===== config.mk =====
export PLATFORM = sky130hd
export DESIGN_NAME = pinchg_irq_ctrl
export DESIGN_NICKNAME = d
export VERILOG_FILES = /design/src/rtl/pcg_pkg.sv /design/src/rtl/pcg_sync.sv /design/src/rtl/pcg_group.sv /design/src/rtl/pinchg_irq_ctrl.sv
export SDC_FILE = /design/constraint.sdc
export NUM_CORES = 1
export LEC_CHECK = 0
export ABC_AREA = 1
export CAP_MARGIN = 20
export CORE_MARGIN = 3
export CORE_UTILIZATION = 54
export CTS_BUF_LIST = sky130_fd_sc_hd__clkbuf_2 sky130_fd_sc_hd__clkbuf_4 sky130_fd_sc_hd__clkbuf_8
export DETAILED_ROUTE_END_ITERATION = 10
export GPL_TIMING_DRIVEN = 0
export PLACE_DENSITY = 0.81
export SETUP_SLACK_MARGIN = 0.15
export SLEW_MARGIN = 20
export SYNTH_ARGS = -nofsm -noshare
export SYNTH_HDL_FRONTEND = slang
export SYNTH_SLANG_ARGS = --single-unit

===== constraint.sdc =====
create_clock -name clk -period 1.2 [get_ports clk]
set_input_delay 0.24 -clock clk [delete_from_list [all_inputs] [get_ports clk]]
set_output_delay 0.24 -clock clk [all_outputs]
set_load 0.01 [all_outputs]

===== src/rtl/pcg_pkg.sv =====
package pcg_pkg;
  localparam int NUM_GROUPS = 3;
  localparam int ADDR_W     = 3;
  localparam int DATA_W     = 8;

  localparam logic [ADDR_W-1:0] A_CTRL  = 3'd0;
  localparam logic [ADDR_W-1:0] A_FLAG  = 3'd1;
  localparam logic [ADDR_W-1:0] A_MASK0 = 3'd2;
  localparam logic [ADDR_W-1:0] A_MASK1 = 3'd3;
  localparam logic [ADDR_W-1:0] A_MASK2 = 3'd4;

  typedef logic [NUM_GROUPS-1:0] grp_vec_t;
endpackage


===== src/rtl/pcg_sync.sv =====
module pcg_sync #(
  parameter int W      = 8,
  parameter int STAGES = 2
) (
  input  logic         clk,
  input  logic         rst,
  input  logic [W-1:0] d,
  output logic [W-1:0] chg
);
  logic [W-1:0] stg [STAGES];
  logic [W-1:0] prev;

  always_ff @(posedge clk) begin
    if (rst) begin
      for (int i = 0; i < STAGES; i++) stg[i] <= '0;
      prev <= '0;
    end else begin
      stg[0] <= d;
      for (int i = 1; i < STAGES; i++) stg[i] <= stg[i-1];
      prev <= stg[STAGES-1];
    end
  end

  assign chg = stg[STAGES-1] ^ prev;

  // a pulse marks a change of the settled level, never a repeat of it
  p_pulse_once_r10: assert property (@(posedge clk) disable iff (rst)
    (chg != '0) |=> (prev == $past(stg[STAGES-1])));
endmodule


===== src/rtl/pcg_group.sv =====
module pcg_group #(
  parameter int W = 8
) (
  input  logic         clk,
  input  logic         rst,
  input  logic [W-1:0] chg,
  input  logic         mask_we,
  input  logic [W-1:0] mask_wd,
  input  logic         clr,
  output logic [W-1:0] mask_o,
  output logic         flag_o
);
  logic hit;

  assign hit = |(chg & mask_o);

  always_ff @(posedge clk) begin
    if (rst) begin
      mask_o <= '0;
      flag_o <= 1'b0;
    end else begin
      if (mask_we) mask_o <= mask_wd;
      flag_o <= (flag_o & ~clr) | hit;
    end
  end

  p_set_r3: assert property (@(posedge clk) disable iff (rst)
    hit |=> flag_o);
  p_masked_r2: assert property (@(posedge clk) disable iff (rst)
    (!flag_o && ((chg & mask_o) == '0)) |=> !flag_o);
  p_clear_r5: assert property (@(posedge clk) disable iff (rst)
    (clr && !hit) |=> !flag_o);
  p_setwins_r9: assert property (@(posedge clk) disable iff (rst)
    (clr && hit) |=> flag_o);
endmodule


===== src/rtl/pinchg_irq_ctrl.sv =====
module pinchg_irq_ctrl
  import pcg_pkg::*;
#(
  parameter int PIN_W   = 24,
  parameter int G0_W    = 8,
  parameter int G1_W    = 3,
  parameter int G2_W    = 8,
  parameter int G0_BASE = 0,
  parameter int G1_BASE = 8,
  parameter int G2_BASE = 16,
  parameter int SYNC_N  = 2
) (
  input  logic              clk,
  input  logic              rst,
  input  logic [PIN_W-1:0]  pin_i,
  input  logic              gie_i,
  input  logic [ADDR_W-1:0] addr_i,
  input  logic [DATA_W-1:0] wdata_i,
  input  logic              we_i,
  output logic [DATA_W-1:0] rdata_o,
  input  logic [NUM_GROUPS-1:0] ack_i,
  output logic [NUM_GROUPS-1:0] irq_o
);
  grp_vec_t              en_q;
  grp_vec_t              flag;
  grp_vec_t              clr;
  grp_vec_t              mask_we;
  logic [DATA_W-1:0]     mask_rd [NUM_GROUPS];
  logic                  unused_gap;

  assign unused_gap = ^pin_i[G1_BASE+G1_W +: (G2_BASE-G1_BASE-G1_W)];

  always_ff @(posedge clk) begin
    if (rst) en_q <= '0;
    else if (we_i && addr_i == A_CTRL) en_q <= wdata_i[NUM_GROUPS-1:0];
  end

  for (genvar g = 0; g < NUM_GROUPS; g++) begin : g_grp
    localparam int W    = (g == 0) ? G0_W    : (g == 1) ? G1_W    : G2_W;
    localparam int BASE = (g == 0) ? G0_BASE : (g == 1) ? G1_BASE : G2_BASE;
    logic [W-1:0] chg;
    logic [W-1:0] mask;

    pcg_sync #(.W(W), .STAGES(SYNC_N)) u_sync (
      .clk(clk), .rst(rst), .d(pin_i[BASE +: W]), .chg(chg));

    assign mask_we[g] = we_i && (addr_i == A_MASK0 + ADDR_W'(g));
    assign clr[g]     = ack_i[g] | (we_i && addr_i == A_FLAG && wdata_i[g]);

    pcg_group #(.W(W)) u_grp (
      .clk(clk), .rst(rst), .chg(chg), .mask_we(mask_we[g]),
      .mask_wd(wdata_i[W-1:0]), .clr(clr[g]), .mask_o(mask), .flag_o(flag[g]));

    always_comb begin
      mask_rd[g]        = '0;
      mask_rd[g][W-1:0] = mask;
    end
  end

  assign irq_o = flag & en_q & {NUM_GROUPS{gie_i}};

  always_comb begin
    rdata_o = '0;
    case (addr_i)
      A_CTRL:  rdata_o[NUM_GROUPS-1:0] = en_q;
      A_FLAG:  rdata_o[NUM_GROUPS-1:0] = flag;
      A_MASK0: rdata_o = mask_rd[0];
      A_MASK1: rdata_o = mask_rd[1];
      A_MASK2: rdata_o = mask_rd[2];
      default: rdata_o = '0;
    endcase
  end

  p_gie_gate_r4: assert property (@(posedge clk) disable iff (rst)
    !gie_i |-> (irq_o == '0));
  p_irq_needs_flag_r4: assert property (@(posedge clk) disable iff (rst)
    ((irq_o & ~flag) == '0));
  p_ctrl_rsvd_r7: assert property (@(posedge clk) disable iff (rst)
    (addr_i == A_CTRL) |-> (rdata_o[DATA_W-1:NUM_GROUPS] == '0));
  p_reset_r8: assert property (@(posedge clk)
    $past(rst) |-> (en_q == '0 && flag == '0));
endmodule


### Word-level counts from Yosys, hierarchy flattened

Memories as Yosys holds them, arrays and structs flattened.
Cells that the tools add are included.

| storage, ports and cells | value |
|---|---|
| flip-flop bits (word level) | 44 |
| memories | 3 |
| bits in writable memories | 38 |
| output and inout bits | 11 |
| bits of input ports | 42 |

| cells by class | value |
|---|---|
| reduce and logical (&&, ||, !) cells | 12 |
| mux-type cells | 11 |
| bitwise operators | 26 |
| equality and inequality tests | 4 |

Memories:

| name | words | bits a word | read ports | clocked after Yosys merged registers in | wr ports | RTL line | text |
|---|---|---|---|---|---|---|---|
| g_grp[0].u_sync.stg | 2 | 8 | 2 | 0 | 2 | pcg_sync.sv:10 | `logic [W-1:0] stg [STAGES];` |
| g_grp[2].u_sync.stg | 2 | 8 | 2 | 0 | 2 | pcg_sync.sv:10 |  |
| g_grp[1].u_sync.stg | 2 | 3 | 2 | 0 | 2 | pcg_sync.sv:10 |  |

Operator list:

| cell | count |
|---|---|
| $mux W8 | 4 |
| $and A8 B8 Y8 | 2 |
| $reduce_or A8 Y1 | 2 |
| $xor A8 B8 Y8 | 2 |
| $pmux W3 S5 | 1 |
| $or A1 B1 Y1 | 12 |
| $pmux W5 S2 | 1 |
| $and A3 B3 Y3 | 3 |
| $logic_and A1 B1 Y1 | 8 |
| $eq A3 B2 Y1 const B | 2 |
| $mux W3 | 2 |
| $and A1 B1 Y1 | 3 |
| $eq A3 B1 Y1 const B | 1 |
| $eq A3 B3 Y1 const B | 1 |
| $logic_not A3 Y1 | 1 |
| $mux W1 | 3 |
| $not A1 Y1 | 3 |
| $reduce_or A3 Y1 | 1 |
| $xor A3 B3 Y3 | 1 |

### Longest topological paths before layout

| depth | value |
|---|---|
| depth after elaboration | 7 |
| gate-level depth with buffers | 8 |

### Cells and area by module

From an unflattened synthesis, not the netlist that was laid out.

| unflattened totals | value |
|---|---|
| cell total of the unflattened synthesis | 478 |
| area total of the unflattened synthesis | 3380.7 µm² |

Modules (own cells, without submodules):

| module | cells each | area each (µm²) | instances | sequential area each (µm²) |
|---|---|---|---|---|
| pcg_sync (g_grp[0].u_sync ...) | 106 | 803.3 | 2 | 480.5 |
| pcg_group (g_grp[0].u_grp ...) | 55 | 364.1 | 2 | 180.2 |
| pinchg_irq_ctrl | 93 | 586.8 | 1 | 60.1 |
| pcg_sync (g_grp[1].u_sync) | 40 | 304.0 | 1 | 180.2 |
| pcg_group (g_grp[1].u_grp) | 23 | 155.1 | 1 | 80.1 |

### Worst setup path after synthesis

Ideal clock, no wire load.

| path | value |
|---|---|
| path kind | in2out |
| from | input addr_i[0] |
| to | output rdata_o[1] |
| setup slack | -0.028 ns |
| required time | 0.960 ns |
| arrival | 0.988 ns |
| stages | 6 |
| cells stage by stage | buf_6 nor3_4 nand2_1 o21ai_0 nor2_1 o21ai_0 |

| on the way | value |
|---|---|
| cells in the longest elaborated chain, start to end | 2 |

Ends and longest elaborated chain:

| item | RTL line | text |
|---|---|---|
| from (decl) | pinchg_irq_ctrl.sv:17 | `input logic [ADDR_W-1:0] addr_i,` |
| $eq A3 B3 Y1, or another cell as far along | pinchg_irq_ctrl.sv:64 | `case (addr_i)` |
| $pmux W3 S5 * | pinchg_irq_ctrl.sv:64 |  |
| to (decl) | pinchg_irq_ctrl.sv:20 | `output logic [DATA_W-1:0] rdata_o,` |

Mark *: on every way between the ends. The rest lies on a longest branch, timed or not.

### Worst setup path after layout

| path | value |
|---|---|
| from | register g_grp[1].u_grp.flag_o |
| to | output rdata_o[1] |

| on the way | value |
|---|---|
| cells in the longest elaborated chain, start to end | 1 |

Ends and longest elaborated chain:

| item | RTL line | text |
|---|---|---|
| from (decl) | pcg_group.sv:11 | `output logic flag_o` |
| from (signal assigned) | pcg_group.sv:23 | `flag_o <= (flag_o & ~clr) \| hit;` |
| $pmux W3 S5 | pinchg_irq_ctrl.sv:64 |  |

Every way passes these cells.

==> flow_summary.ini <==
[sta]
grt_setup_unrepaired = yes
setup_viol = 12
worst_slew_margin_rel = 0.517
post-route-min-period_ps = 1430
fin_ws_ps = -230
worstMarginPinSlew_ps = 725
final_hold_viol_count = 0
fin_crit_sh = 1.19
fin_skew_ps = 10.1
slew_violations = 0
fmax_mhz = 699

[critical_path]
cp-end-kind = output pin
slowest_stage = dfxtp_2
cp.depth = 5
path_cells = inv_2, o21ai_1, nor2_1, o21ai_2, buf_2
r2r_slack_ps = 90
crit_path_max_incr_delay_ps = 320
path_buf_inv = 2
critPathRequiredTime_ps = 960
crit_family = flip-flops
ff2ff_path_depth = 8
crit_fanout = 3
startpoint_type = flop
path_class = flop to output pin
regToRegStartpoint = g_grp[2].u_grp.flag_o
crit_arrival_ps = 1190
reg2reg_to = g_grp[2].u_grp.flag_o

[die]
die_w_microns = 81.5
core_sq_mm = 0.00530
initial_utilization = 0.581
die_height_microns = 81.5
rows = 26
die_area_sq_mm = 0.00665
ios = 53

[clock_tree]
clockBufferDepth = 2
path_clk_slew_ps = 80
ctsRootBufferMaster = clkbuf_8
h-tree-depth = 3
hold_buffers = 0
clock_latency_ps = 350
cts_buffers = 9
cts_tree = yes
clock-sinks = 82

[routing]
wire_per_inst_microns = 14.6
antenna_left = 0
dr_total_vias = 2964
drtIter0Drc = 201
via_per_inst = 5.15
dr.pass1.iters = 5
wirelength_microns = 8400
drc = 0

[grt]
track_usage = 0.238
grt_pass1_wl_microns = 12000
grt_max_degree = 15
antenna_found_initial = 0
overflow = 0
grt_pass1_vias = 2701

[synth]
synth_top_area_frac = 0.533
synthesis.nets = 464
synthFlopType = dfxtp_1
synth_cells = 422
synth_area_sq_mm = 0.00308
synthTopCellsByCount = nor2_1 (98), inv_1 (92), dfxtp_1 (82)
synth_seq_cells = 82
netlist_top_cells_area = dfxtp_1 (53%), nor2_1 (12%), inv_1 (11%), nand2_1 (8.7%), a211oi_1 (3.4%)
synth_cell_types = 19
synthArstFlopShare = 0
yosysMostFrequentCell = nor2_1
yosysWarnings = 0
synth_seq_area_share = 0.533
syn_area_per_cell_sq_um = 7.30
synth_top_cell_by_area = dfxtp_1
synth_edf_count = 0

[place]
dp_slack_ps = -1220
place_congestion = 0.890
post-dp-hpwl_microns = 4640
port-buffer-count = 44
placed_area_sq_mm = 0.00364

[status]
status = finished, violations left
violations = setup timing

[run]
drv_cap = 0

[cells_and_area]
fin_nets = 543
fin_area_sq_mm = 0.00432
drive_above_1_share = 0.304
area_growth_pct = 40.3
diodes = 0

[worst_hold_path]
holdPathStages = 2
hold_end = g_grp[2].u_grp.mask_o[0]
worstHoldStart = rst
min_path_type = input port to flop

[power]
p_leak_uw = 0.00195
ir_drop_mv = 0.936
powerDensity_mw_per_mm2 = 1310
through the flow:
step           setup TNS [ps]  utilization  instances  hold WS [ps]  total power, uW
6_report                -1330        0.815        576           325             5640
5_1_grt                 -1640        0.815        576           328             5810
4_1_cts                  -946        0.760        569           312             5540
3_5_place_dp           -26010        0.687        536           395             3330
3_3_place_gp           -23890        0.687        536           389             3310
2_1_floorplan               0            -        422           347             3130
flip-flops by register name, summed over array words and instances (netlist names):
signal,flops
en_q,3
g_grp.u_grp.flag_o,3
g_grp.u_sync.prev,19
g_grp.u_sync.stg,38
g_grp.u_grp.mask_o,19
metal layers:
layer	global-route usage	wire [microns]
met1	0.287	3230
met2	0.417	4180
met3	0.0428	692
met4	0.0997	303
met5	0	0
worst max path at each step:
stage | endpoint | slack, ps | from
finish | rdata_o[1] | -230 | g_grp[1].u_grp.flag_o
global route | rdata_o[1] | -240 | g_grp[1].u_grp.flag_o
CTS | rdata_o[1] | -170 | g_grp[2].u_grp.mask_o[1]
detailed placement | rdata_o[1] | -1220 | addr_i[2]
global placement | rdata_o[1] | -1200 | addr_i[2]
floorplan | rdata_o[1] | 0.9 | addr_i[0]
cell usage in the layout (no fill, tap or decap), drive strengths merged:
cell / count
buf: 39
bufinv: 2
nand4: 6
dlymetal6s2s: 1
a211oi: 14
clkinvlp: 1
clkinv: 4
dfxtp: 82
clkbuf: 19
nand3: 17
nor3: 5
clkdlybuf4s50: 28
inv: 92
or2: 1
nand2: 73
nor2: 98
a21oi: 10
o21ai: 10
o22ai: 2
dlygate4sd2: 2
worst register-to-register path, delay by kind of cell (launching register included):
family | cells | cell delay [ps]
DFF | 1 | 330
and+or+nand+nor | 5 | 400
buffers and inverters | 3 | 250
area by class of cell:
| class | instances | area (sq um) |
|---|---|---|
| Buffer | 12 | 60.1 |
| Timing Repair Buffer | 67 | 603 |
| Clock buffer | 10 | 138 |
| Fill cell | 305 | 980 |
| Tap cell | 70 | 87.6 |
| Inverter | 93 | 362 |
| Clock inverter | 6 | 90.1 |
| Multi-Input combinational cell | 236 | 1310 |
| Sequential cell | 82 | 1670 |
power breakdown:
part / leakage [uW] / switching [uW] / internal (uW)
logic: 0.00116 / 292 / 240
clock network: 0.000112 / 998 / 1230
registers: 0.000682 / 53.4 / 2830
cell families (layout without fill, tap and decap cells):
family	after synthesis	in the layout	synth area share
buffers and inverters	105	188	0.132
flip-flops	82	82	0.533
AO/OA/AOI/OAI	36	36	0.0707
AND/OR/NAND/NOR	199	200	0.265
repair_timing:
item,4_1_cts,5_1_grt
cloned,0,1
resized for setup,110,71
endpoints found under the setup margin,36,18
setup buffers,17,6
pin swaps,13,23
Power figures use the tool's default switching activity.
